<file path="config.mk">
export PLATFORM = sky130hd
export DESIGN_NAME = l2_snoop_filter
export DESIGN_NICKNAME = d
export VERILOG_FILES = /design/src/rtl/l2_snoop_filter.sv
export SDC_FILE = /design/constraint.sdc
export NUM_CORES = 1
export LEC_CHECK = 0
export CAP_MARGIN = 10
export CORE_ASPECT_RATIO = 1.75
export CORE_UTILIZATION = 45
export DETAILED_ROUTE_END_ITERATION = 6
export DONT_BUFFER_PORTS = 1
export GPL_TIMING_DRIVEN = 0
export PLACE_DENSITY = 0.59
export SLEW_MARGIN = 20
export SYNTH_ARGS = -nofsm -noshare
export SYNTH_HDL_FRONTEND = slang
export SYNTH_SLANG_ARGS = --single-unit
export TNS_END_PERCENT = 10
</file>
<file path="constraint.sdc">
create_clock -name clk -period 4.6 [get_ports clk]
set_input_delay 0.46 -clock clk [delete_from_list [all_inputs] [get_ports clk]]
set_output_delay 0.46 -clock clk [all_outputs]
set_load 0.005 [all_outputs]
</file>
<file path="src/rtl/l2_snoop_filter.sv">
module l2_snoop_filter #(
  parameter int LINE_W = 10,
  parameter int SETS   = 8
) (
  input  logic              clk,
  input  logic              rst_n,
  input  logic              snp_valid,
  output logic              snp_ready,
  input  logic              snp_excl,
  input  logic [LINE_W-1:0] snp_line,
  output logic              rsp_valid,
  output logic              rsp_hit,
  output logic              rsp_dirty,
  output logic              l1_req_valid,
  output logic [1:0]        l1_req_kind,
  output logic [LINE_W-1:0] l1_req_line,
  input  logic              l1_ack,
  input  logic              l1_ack_dirty,
  input  logic              loc_valid,
  output logic              loc_ready,
  input  logic [LINE_W-1:0] loc_line,
  input  logic [2:0]        loc_state,
  input  logic              loc_in_l1,
  output logic              victim_valid,
  output logic              victim_dirty
);
  localparam int IDX_W = $clog2(SETS);
  localparam int TAG_W = LINE_W - IDX_W;

  localparam logic [2:0] CS_I = 3'd0;
  localparam logic [2:0] CS_S = 3'd1;
  localparam logic [2:0] CS_E = 3'd2;
  localparam logic [2:0] CS_O = 3'd3;
  localparam logic [2:0] CS_M = 3'd4;

  localparam logic [1:0] K_PROBE = 2'b01;
  localparam logic [1:0] K_INV   = 2'b10;
  localparam logic [1:0] K_BINV  = 2'b11;

  typedef enum logic [1:0] {PH_IDLE, PH_SNOOP, PH_EVICT} phase_t;

  phase_t             phase;
  logic [2:0]         lstate [SETS];
  logic [TAG_W-1:0]   ltag   [SETS];
  logic [SETS-1:0]    pres;
  logic [SETS-1:0]    live;

  logic [IDX_W-1:0]   hold_idx;
  logic [TAG_W-1:0]   hold_tag;
  logic [2:0]         hold_state;
  logic               hold_in_l1;
  logic               hold_excl;

  function automatic logic is_dirty(input logic [2:0] s);
    return (s == CS_M) || (s == CS_O);
  endfunction

  function automatic logic [2:0] after_read(input logic [2:0] s);
    case (s)
      CS_M:    return CS_O;
      CS_E:    return CS_S;
      default: return s;
    endcase
  endfunction

  wire [IDX_W-1:0] s_idx = snp_line[IDX_W-1:0];
  wire [TAG_W-1:0] s_tag = snp_line[LINE_W-1:IDX_W];
  wire             s_hit = live[s_idx] && (ltag[s_idx] == s_tag);
  wire             s_fwd = s_hit && pres[s_idx];

  wire [IDX_W-1:0] l_idx = loc_line[IDX_W-1:0];
  wire [TAG_W-1:0] l_tag = loc_line[LINE_W-1:IDX_W];
  wire             l_hit = live[l_idx] && (ltag[l_idx] == l_tag);

  assign snp_ready = (phase == PH_IDLE);
  assign loc_ready = (phase == PH_IDLE) && !snp_valid;

  wire snp_go = snp_valid && snp_ready;
  wire loc_go = loc_valid && loc_ready;

  always_comb begin
    for (int i = 0; i < SETS; i++) live[i] = (lstate[i] != CS_I);
  end

  always_ff @(posedge clk) begin
    if (!rst_n) begin
      phase        <= PH_IDLE;
      pres         <= '0;
      rsp_valid    <= 1'b0;
      rsp_hit      <= 1'b0;
      rsp_dirty    <= 1'b0;
      l1_req_valid <= 1'b0;
      l1_req_kind  <= 2'b00;
      l1_req_line  <= '0;
      victim_valid <= 1'b0;
      victim_dirty <= 1'b0;
      hold_idx     <= '0;
      hold_tag     <= '0;
      hold_state   <= CS_I;
      hold_in_l1   <= 1'b0;
      hold_excl    <= 1'b0;
      for (int i = 0; i < SETS; i++) begin
        lstate[i] <= CS_I;
        ltag[i]   <= '0;
      end
    end else begin
      rsp_valid    <= 1'b0;
      victim_valid <= 1'b0;
      case (phase)
        PH_IDLE: begin
          if (snp_go) begin
            if (!s_hit) begin
              rsp_valid <= 1'b1;
              rsp_hit   <= 1'b0;
              rsp_dirty <= 1'b0;
            end else if (!s_fwd) begin
              rsp_valid      <= 1'b1;
              rsp_hit        <= 1'b1;
              rsp_dirty      <= is_dirty(lstate[s_idx]);
              lstate[s_idx]  <= snp_excl ? CS_I : after_read(lstate[s_idx]);
            end else begin
              phase        <= PH_SNOOP;
              l1_req_valid <= 1'b1;
              l1_req_kind  <= snp_excl ? K_INV : K_PROBE;
              l1_req_line  <= snp_line;
              hold_idx     <= s_idx;
              hold_excl    <= snp_excl;
            end
          end else if (loc_go) begin
            if (l_hit) begin
              lstate[l_idx] <= loc_state;
              pres[l_idx]   <= loc_in_l1;
            end else if (live[l_idx] && pres[l_idx]) begin
              phase        <= PH_EVICT;
              l1_req_valid <= 1'b1;
              l1_req_kind  <= K_BINV;
              l1_req_line  <= {ltag[l_idx], l_idx};
              hold_idx     <= l_idx;
              hold_tag     <= l_tag;
              hold_state   <= loc_state;
              hold_in_l1   <= loc_in_l1;
            end else begin
              victim_valid  <= live[l_idx];
              victim_dirty  <= is_dirty(lstate[l_idx]);
              lstate[l_idx] <= loc_state;
              ltag[l_idx]   <= l_tag;
              pres[l_idx]   <= loc_in_l1;
            end
          end
        end
        PH_SNOOP: begin
          if (l1_ack) begin
            phase        <= PH_IDLE;
            l1_req_valid <= 1'b0;
            rsp_valid    <= 1'b1;
            rsp_hit      <= 1'b1;
            rsp_dirty    <= l1_ack_dirty || is_dirty(lstate[hold_idx]);
            if (hold_excl) begin
              lstate[hold_idx] <= CS_I;
              pres[hold_idx]   <= 1'b0;
            end else begin
              lstate[hold_idx] <= after_read(l1_ack_dirty ? CS_M : lstate[hold_idx]);
            end
          end
        end
        PH_EVICT: begin
          if (l1_ack) begin
            phase            <= PH_IDLE;
            l1_req_valid     <= 1'b0;
            victim_valid     <= 1'b1;
            victim_dirty     <= l1_ack_dirty || is_dirty(lstate[hold_idx]);
            lstate[hold_idx] <= hold_state;
            ltag[hold_idx]   <= hold_tag;
            pres[hold_idx]   <= hold_in_l1;
          end
        end
        default: phase <= PH_IDLE;
      endcase
    end
  end

  assert_one_outstanding_R8: assert property (@(posedge clk) disable iff (!rst_n)
    l1_req_valid |-> (!snp_ready && !loc_ready));

  assert_req_stable_R5: assert property (@(posedge clk) disable iff (!rst_n)
    (l1_req_valid && !l1_ack) |=> (l1_req_valid && $stable(l1_req_line) && $stable(l1_req_kind)));

  assert_req_origin_R6: assert property (@(posedge clk) disable iff (!rst_n)
    ($rose(l1_req_valid) && l1_req_kind != K_BINV) |-> $past(snp_valid && snp_ready));

  assert_rsp_origin_R2: assert property (@(posedge clk) disable iff (!rst_n)
    rsp_valid |-> ($past(snp_valid && snp_ready) ||
                   $past(l1_ack && l1_req_valid && l1_req_kind != K_BINV)));

  assert_dirty_hit_R7: assert property (@(posedge clk) disable iff (!rst_n)
    (rsp_valid && rsp_dirty) |-> rsp_hit);

  assert_victim_origin_R11: assert property (@(posedge clk) disable iff (!rst_n)
    victim_valid |-> ($past(loc_valid && loc_ready) ||
                      $past(l1_ack && l1_req_valid && l1_req_kind == K_BINV)));

  assert_inclusion_R10: assert property (@(posedge clk) disable iff (!rst_n)
    (pres & ~live) == '0);

endmodule

</file>
==> results of run 1 <==
-- worst max-delay path, cell delays in order, from the launching register on --
cell and delay, ns:
edfxtp_1 0.39, mux4_2 0.49, mux2i_1 0.39, xor2_1 0.18, nand4_1 0.23, o31ai_1 0.43
a21oi_1 0.28, o211ai_1 0.85, nand2_1 0.45
-- logic make-up (layout without fill, tap and decap cells) --
logic type / Yosys count / after routing
AND/OR/NAND/NOR: 305 / 305
multiplexers: 82 / 82
adder cells (fa/ha/maj): 4 / 4
flip-flops: 123 / 123
XOR/XNOR: 9 / 9
buffers and inverters: 73 / 105
AO/OA/AOI/OAI: 176 / 176
-- synth_stat cells (8+ instances only) --
library cell	instances
nor2_1	88
edfxtp_1	80
nand2_1	60
dfxtp_1	43
mux2i_1	40
a21oi_1	35
nor3_1	34
mux4_2	28
nor4_1	28
clkbuf_1	26
a211oi_1	16
o21ai_0	16
nand3_1	15
inv_1	14
nor2b_1	14
buf_2	13
mux2_2	12
o211ai_1	11
buf_6	10
nor4_2	10
a22oi_1	9
o31ai_1	9
a22o_1	8
a31oi_1	8
and3_1	8
or3_1	8
-- sequential cells by signal (all words and copies together) (netlist names), named ones only --
| signal | cells |
|---|---|
| hold_excl | 1 |
| hold_in_l1 | 1 |
| hold_state | 3 |
| hold_tag | 7 |
| l1_req_kind | 2 |
| l1_req_line | 10 |
| l1_req_valid | 1 |
| lstate | 24 |
| ltag | 56 |
| phase | 2 |
| rsp_dirty | 1 |
| rsp_hit | 1 |
| rsp_valid | 1 |
| victim_dirty | 1 |
| victim_valid | 1 |
-- how the worst min path moves through the flow --
stage                startpoint  slack (ns)              to  depth (start not counted)
finish                 snp_excl        0.12  l1_req_kind[0]                          1
global route           snp_excl        0.12  l1_req_kind[0]                          1
CTS                    snp_excl        0.11  l1_req_kind[0]                          1
detailed placement  hold_tag[2]        0.45     hold_tag[2]                          2
global placement    hold_tag[5]        0.44     hold_tag[5]                          2
floorplan           hold_tag[0]        0.44     hold_tag[0]                          2
-- routing by layer --
layer | up-vias | global-route usage | routed length [um]
met3 | 113 | 0.06230 | 1662
met5 | - | 0 | 0
met2 | 357 | 0.5556 | 14570
met1 | 3382 | 0.3235 | 9478
met4 | 0 | 0.2702 | 2417
li1 | 3040 | - | -
-- power groups by stage --
stage               Clock (mW)  Combinational, mW  Sequential (mW)
detailed placement           0              0.370             1.26
global route              1.36              0.400             1.24
global placement             0              0.363             1.26
CTS                       1.33              0.372             1.24
finish                    1.32              0.379             1.24
floorplan                    0              0.270             1.24
-- area by class of cell --
type / instances / area, sq um / share of cell area
multi-input cells: 576 / 4337 / 0.4900
well taps: 231 / 289.0 / 0.03266
clock buffers: 26 / 520.5 / 0.05882
inverters: 14 / 52.55 / 0.005938
clock inverters: 6 / 56.30 / 0.006362
plain buffers: 59 / 331.6 / 0.03747
flip-flops and latches: 123 / 3263 / 0.3687
==> impl_metrics.toml, run 1 <==
[outcome]
status = "complete, no violations"

[clock_network]
htree_levels = 4
clock_sinks = 123
postCtsSetupRepairBufs = 0
cts_resized = 0
cts_buffers = 17
root_buffer = "clkbuf_16"
clk_latency_ns = 0.44
cts_buffer_depth = 2
cts_tree = "built"
clk_pin_slew_ns = 0.06
cts-hold-fix-buffers = 0

[routing]
drtIter0Drc = 519
viasPerCell = 6.659
routed_wl_mm = 28.13
wl_per_cell_um = 27.18
dr.pass1.iters = 5
ant_nets = 0
drc = 0
vias = 6892

[logic_synthesis]
synth_top_area_frac = 0.3009
ys_dominant_reg_cell = "edfxtp_1"
synth_top_family_by_area = "simple AND/OR/NAND/NOR gates"
synthAdderAreaFrac = 0.006269
ys_warn_count = 0
synth-xor-area-share = 0.009873
synth-seq-area-share = 0.4087
synth_compound_area_frac = 0.1777
synth_fp_nets = 807
synth_cell_types = 80
synth_edf_count = 80
synth_top_cell_by_area = "edfxtp_1"
synth.avg_cell_area_sq_um = 10.34
ys_async_sr_fraction = 0
syn_area_sq_mm = 0.007984
muxShareOfSynthArea = 0.1517
synthSimpleGateAreaFrac = 0.1976
synth.ff_latch_count = 123
synthCells = 772
synth_area_leaders = "edfxtp_1 (30%), dfxtp_1 (11%), mux4_2 (7.9%), mux2i_1 (5.0%), nor2_1 (4.1%)"

[sta]
finClkSkew_ns = 0.01075
tightest_slew_ns = 1.068
fin_ws_ns = 0.5471
rsz0062_at_grt = "no"
setup-tns-final_ns = 0
min_period_ns = 4.053
slew_viol_final = 0
slew_headroom = 0.2675
fmax_mhz = 246.7
setup_viol = 0
hold_slack_ns = 0.1194
fin_crit_sh = 0.8811
final-hold-violation-count = 0

[worst_setup_path]
r2r_slack_ns = 0.55
endpoint = "ltag[3][4]"
required_ns = 4.68
cp_max_fo = 8
end_kind = "flop"
crit_type = "flop to flop"
timing.rr.end = "ltag[3][4]"
crit_path_start_kind = "flop"
rr_startpoint = "ltag[3][1]"
worstRegToRegCells = 8
cp.arrival_ns = 4.13
startpoint = "ltag[3][1]"

[final_layout]
final_area_sq_mm = 0.008850
fin_nets = 826
mostFrequentLayoutCell = "nor2_1"
final_core_util = 0.5070
most-common-layout-cells = "nor2_1 (88), edfxtp_1 (80), nand2_1 (60)"
n_fill_cell = 1671
layout-drive-gt1-share = 0.1741
num_antenna_cells = 0
instances_no_fill = 1035
syn_to_final_growth_pct = 10.84

[global_route]
grt_pass1_wl_mm = 41.26
grt_max_degree = 17
grt_remaining_overflow = 0
antenna_found_initial = 0
grt_pass1_vias = 6906
gr-usage-all-layers = 0.3210

[power]
internal_power_mw = 2.171
swShare = 0.2606
power_frac_seq = 0.421
power.switching_mw = 0.7651
p_clk_frac = 0.450
leakage_nw = 3.028
vdd_drop_max_v = 0.0002797
power_density_mw_per_mm2 = 331.8
fin_total_pwr_mw = 2.936
p_comb_frac = 0.129

[floorplan]
start_util = 0.4574
core_sq_mm = 0.01746
die_h_um = 178.2
io_pins = 51
fp-row-count = 64
die-width_um = 102.7
die-area_sq_mm = 0.01830

[place]
port_buffers = 0
gp_congestion = 0.9757
place_area_sq_mm = 0.008273
dp_slack_ns = 0.2892
hpwl_mm = 21.42
dp_cells = 1003

[hold_path]
worstHoldPathType = "input pin to flop"

[run]
cap_violations = 0
No activity file was read; power rests on OpenSTA's default activity.
==> inputs of run 2 (changes only) <==
--- a/config.mk
+++ b/config.mk
@@ -7,11 +7,11 @@
 export LEC_CHECK = 0
 export CAP_MARGIN = 10
 export CORE_ASPECT_RATIO = 1.75
+export CORE_MARGIN = 4
 export CORE_UTILIZATION = 45
 export DETAILED_ROUTE_END_ITERATION = 6
-export DONT_BUFFER_PORTS = 1
 export GPL_TIMING_DRIVEN = 0
-export PLACE_DENSITY = 0.59
+export PLACE_DENSITY = 0.62
 export SLEW_MARGIN = 20
 export SYNTH_ARGS = -nofsm -noshare
 export SYNTH_HDL_FRONTEND = slang
==> run 2 against run 1 <==
  * Worst hold slack better by 0.34 ns
  * Largest power group unchanged
  * Global-route usage down 3.2 points
  * Combinational power up 12%
  * Clock power up 5%
==> impl_metrics.toml, run 2 (synthesis results as in run 1) <==
[place]
port_buffers = 45
gp_congestion = 0.9575
hpwl_mm = 21.78
dp_cells = 1048

[sta]
rsz0062_at_grt = "no"
hold_slack_ns = 0.4557
slew_headroom = 0.2942
tightest_slew_ns = 1.029
finClkSkew_ns = 0.009437
setup-tns-final_ns = 0
final-hold-violation-count = 0
fmax_mhz = 229.9
slew_viol_final = 0
setup_viol = 0
min_period_ns = 4.350
fin_crit_sh = 0.9457

[floorplan]
die-width_um = 108.7
io_pins = 51
die-area_sq_mm = 0.02002
start_util = 0.4574
die_h_um = 184.2
fp-row-count = 64
core_sq_mm = 0.01746

[routing]
drtIter0Drc = 566
ant_nets = 0
wl_per_cell_um = 26.37
routed_wl_mm = 28.56
vias = 7166
dr.pass1.iters = 6
viasPerCell = 6.617
drc = 0

[worst_setup_path]
crit_path_start_kind = "input pin"
rr_startpoint = "ltag[5][1]"
required_ns = 4.71
cp.arrival_ns = 4.46
worstRegToRegCells = 8
startpoint = "loc_line[1]"
end_kind = "flop"
crit_type = "input pin to flop"
cp_max_fo = 10

[final_layout]
most-common-layout-cells = "nor2_1 (87), edfxtp_1 (80), nand2_1 (57)"
largest_register_ffs = 56
syn_to_final_growth_pct = 17.33
largest_register = "ltag"
num_antenna_cells = 0
mostFrequentLayoutCell = "nor2_1"
final_core_util = 0.5366
top_regs = "ltag: 56 flops, lstate: 24 flops, l1_req_line: 10 flops"
layout-drive-gt1-share = 0.1761
instances_no_fill = 1083
fin_nets = 874

[power]
vdd_drop_max_v = 0.0002393
leakage_nw = 3.215
power_frac_seq = 0.406
power_density_mw_per_mm2 = 324.4
p_clk_frac = 0.454
fin_total_pwr_mw = 3.039
swShare = 0.2797
p_comb_frac = 0.140
internal_power_mw = 2.189
power.switching_mw = 0.8499

[clock_network]
cts_buffer_depth = 2
root_buffer = "clkbuf_16"
cts_buffers = 17
cts_tree = "built"
clk_pin_slew_ns = 0.06
clock_sinks = 123
htree_levels = 4
cts-hold-fix-buffers = 0
clk_latency_ns = 0.44

[global_route]
antenna_found_initial = 0
grt_max_degree = 17
grt_remaining_overflow = 0
gr-usage-all-layers = 0.2892
grt_pass1_wl_mm = 42.22
grt_pass1_vias = 7214

[run]
cap_violations = 0

[hold_path]
worstHoldPathCells = 2
worstHoldStart = "rsp_hit"
worstHoldPathType = "flop to flop"

[outcome]
status = "complete, no violations"
-- run 2: cell types whose count changed in the layout (fill, tap and decap cells not counted), sizes merged --
cell           change
clkdlybuf4s50     +45
inv                +7
buf                +3
clkinvlp           +1
clkinv             -2
clkbuf             -6
-- run 2: cell type report --
class / count / area (sq um)
fillers: 1644 / 8089
multi-input cells: 576 / 4358
flip-flops and latches: 123 / 3263
clock buffers: 20 / 479.2
repair buffers: 48 / 473.0
plain buffers: 59 / 331.6
well taps: 231 / 289.0
clock inverters: 12 / 121.4
inverters: 14 / 52.55
-- run 2: path summary, 6_finish.rpt --
path / to / slack [ns]
worst max register to register: ltag[3][3] / 0.64
worst min register to register: rsp_hit / 0.46
worst max-delay path: ltag[3][3] / 0.25
worst min-delay path: rsp_hit / 0.46
-- run 2: layer usage --
metal	GRT usage	up-vias	share of wire
li1	-	3151	-
met4	0.2103	0	0.081
met1	0.2925	3503	0.33
met3	0.04802	131	0.059
met2	0.5227	381	0.53
met5	0	-	0
-- run 2: what timing repair did --
item / CTS / global route
setup buffers: 0 / 3
endpoints found under the setup margin: 0 / 35
gates resized for setup: 0 / 5
-- run 2: critical path: stages --
cell and delay [ns]:
clkdlybuf4s50_1 0.56, buf_2 0.32, mux4_2 0.38, mux2i_1 0.40, xor2_1 0.18, nand4_1 0.24
o31ai_1 0.44, a21oi_1 0.28, o211ai_1 0.84, nand2_2 0.33
-- run 2: power by group through the flow --
stage          Clock (mW)  Combinational (mW)  Sequential [mW]
6_report             1.38               0.426             1.23
5_1_grt              1.44               0.448             1.24
4_1_cts              1.37               0.416             1.23
3_5_place_dp            0               0.414             1.26
3_3_place_gp            0               0.407             1.25
2_1_floorplan           0               0.270             1.24
-- run 2: per-stage QoR --
step,cell area [sq um],setup slack [ns]
global route,9368,0.02177
global placement,8723,-0.2382
floorplan,7984,1.247
detailed placement,8723,-0.2829
finish,9368,0.2499
CTS,9324,0.1390
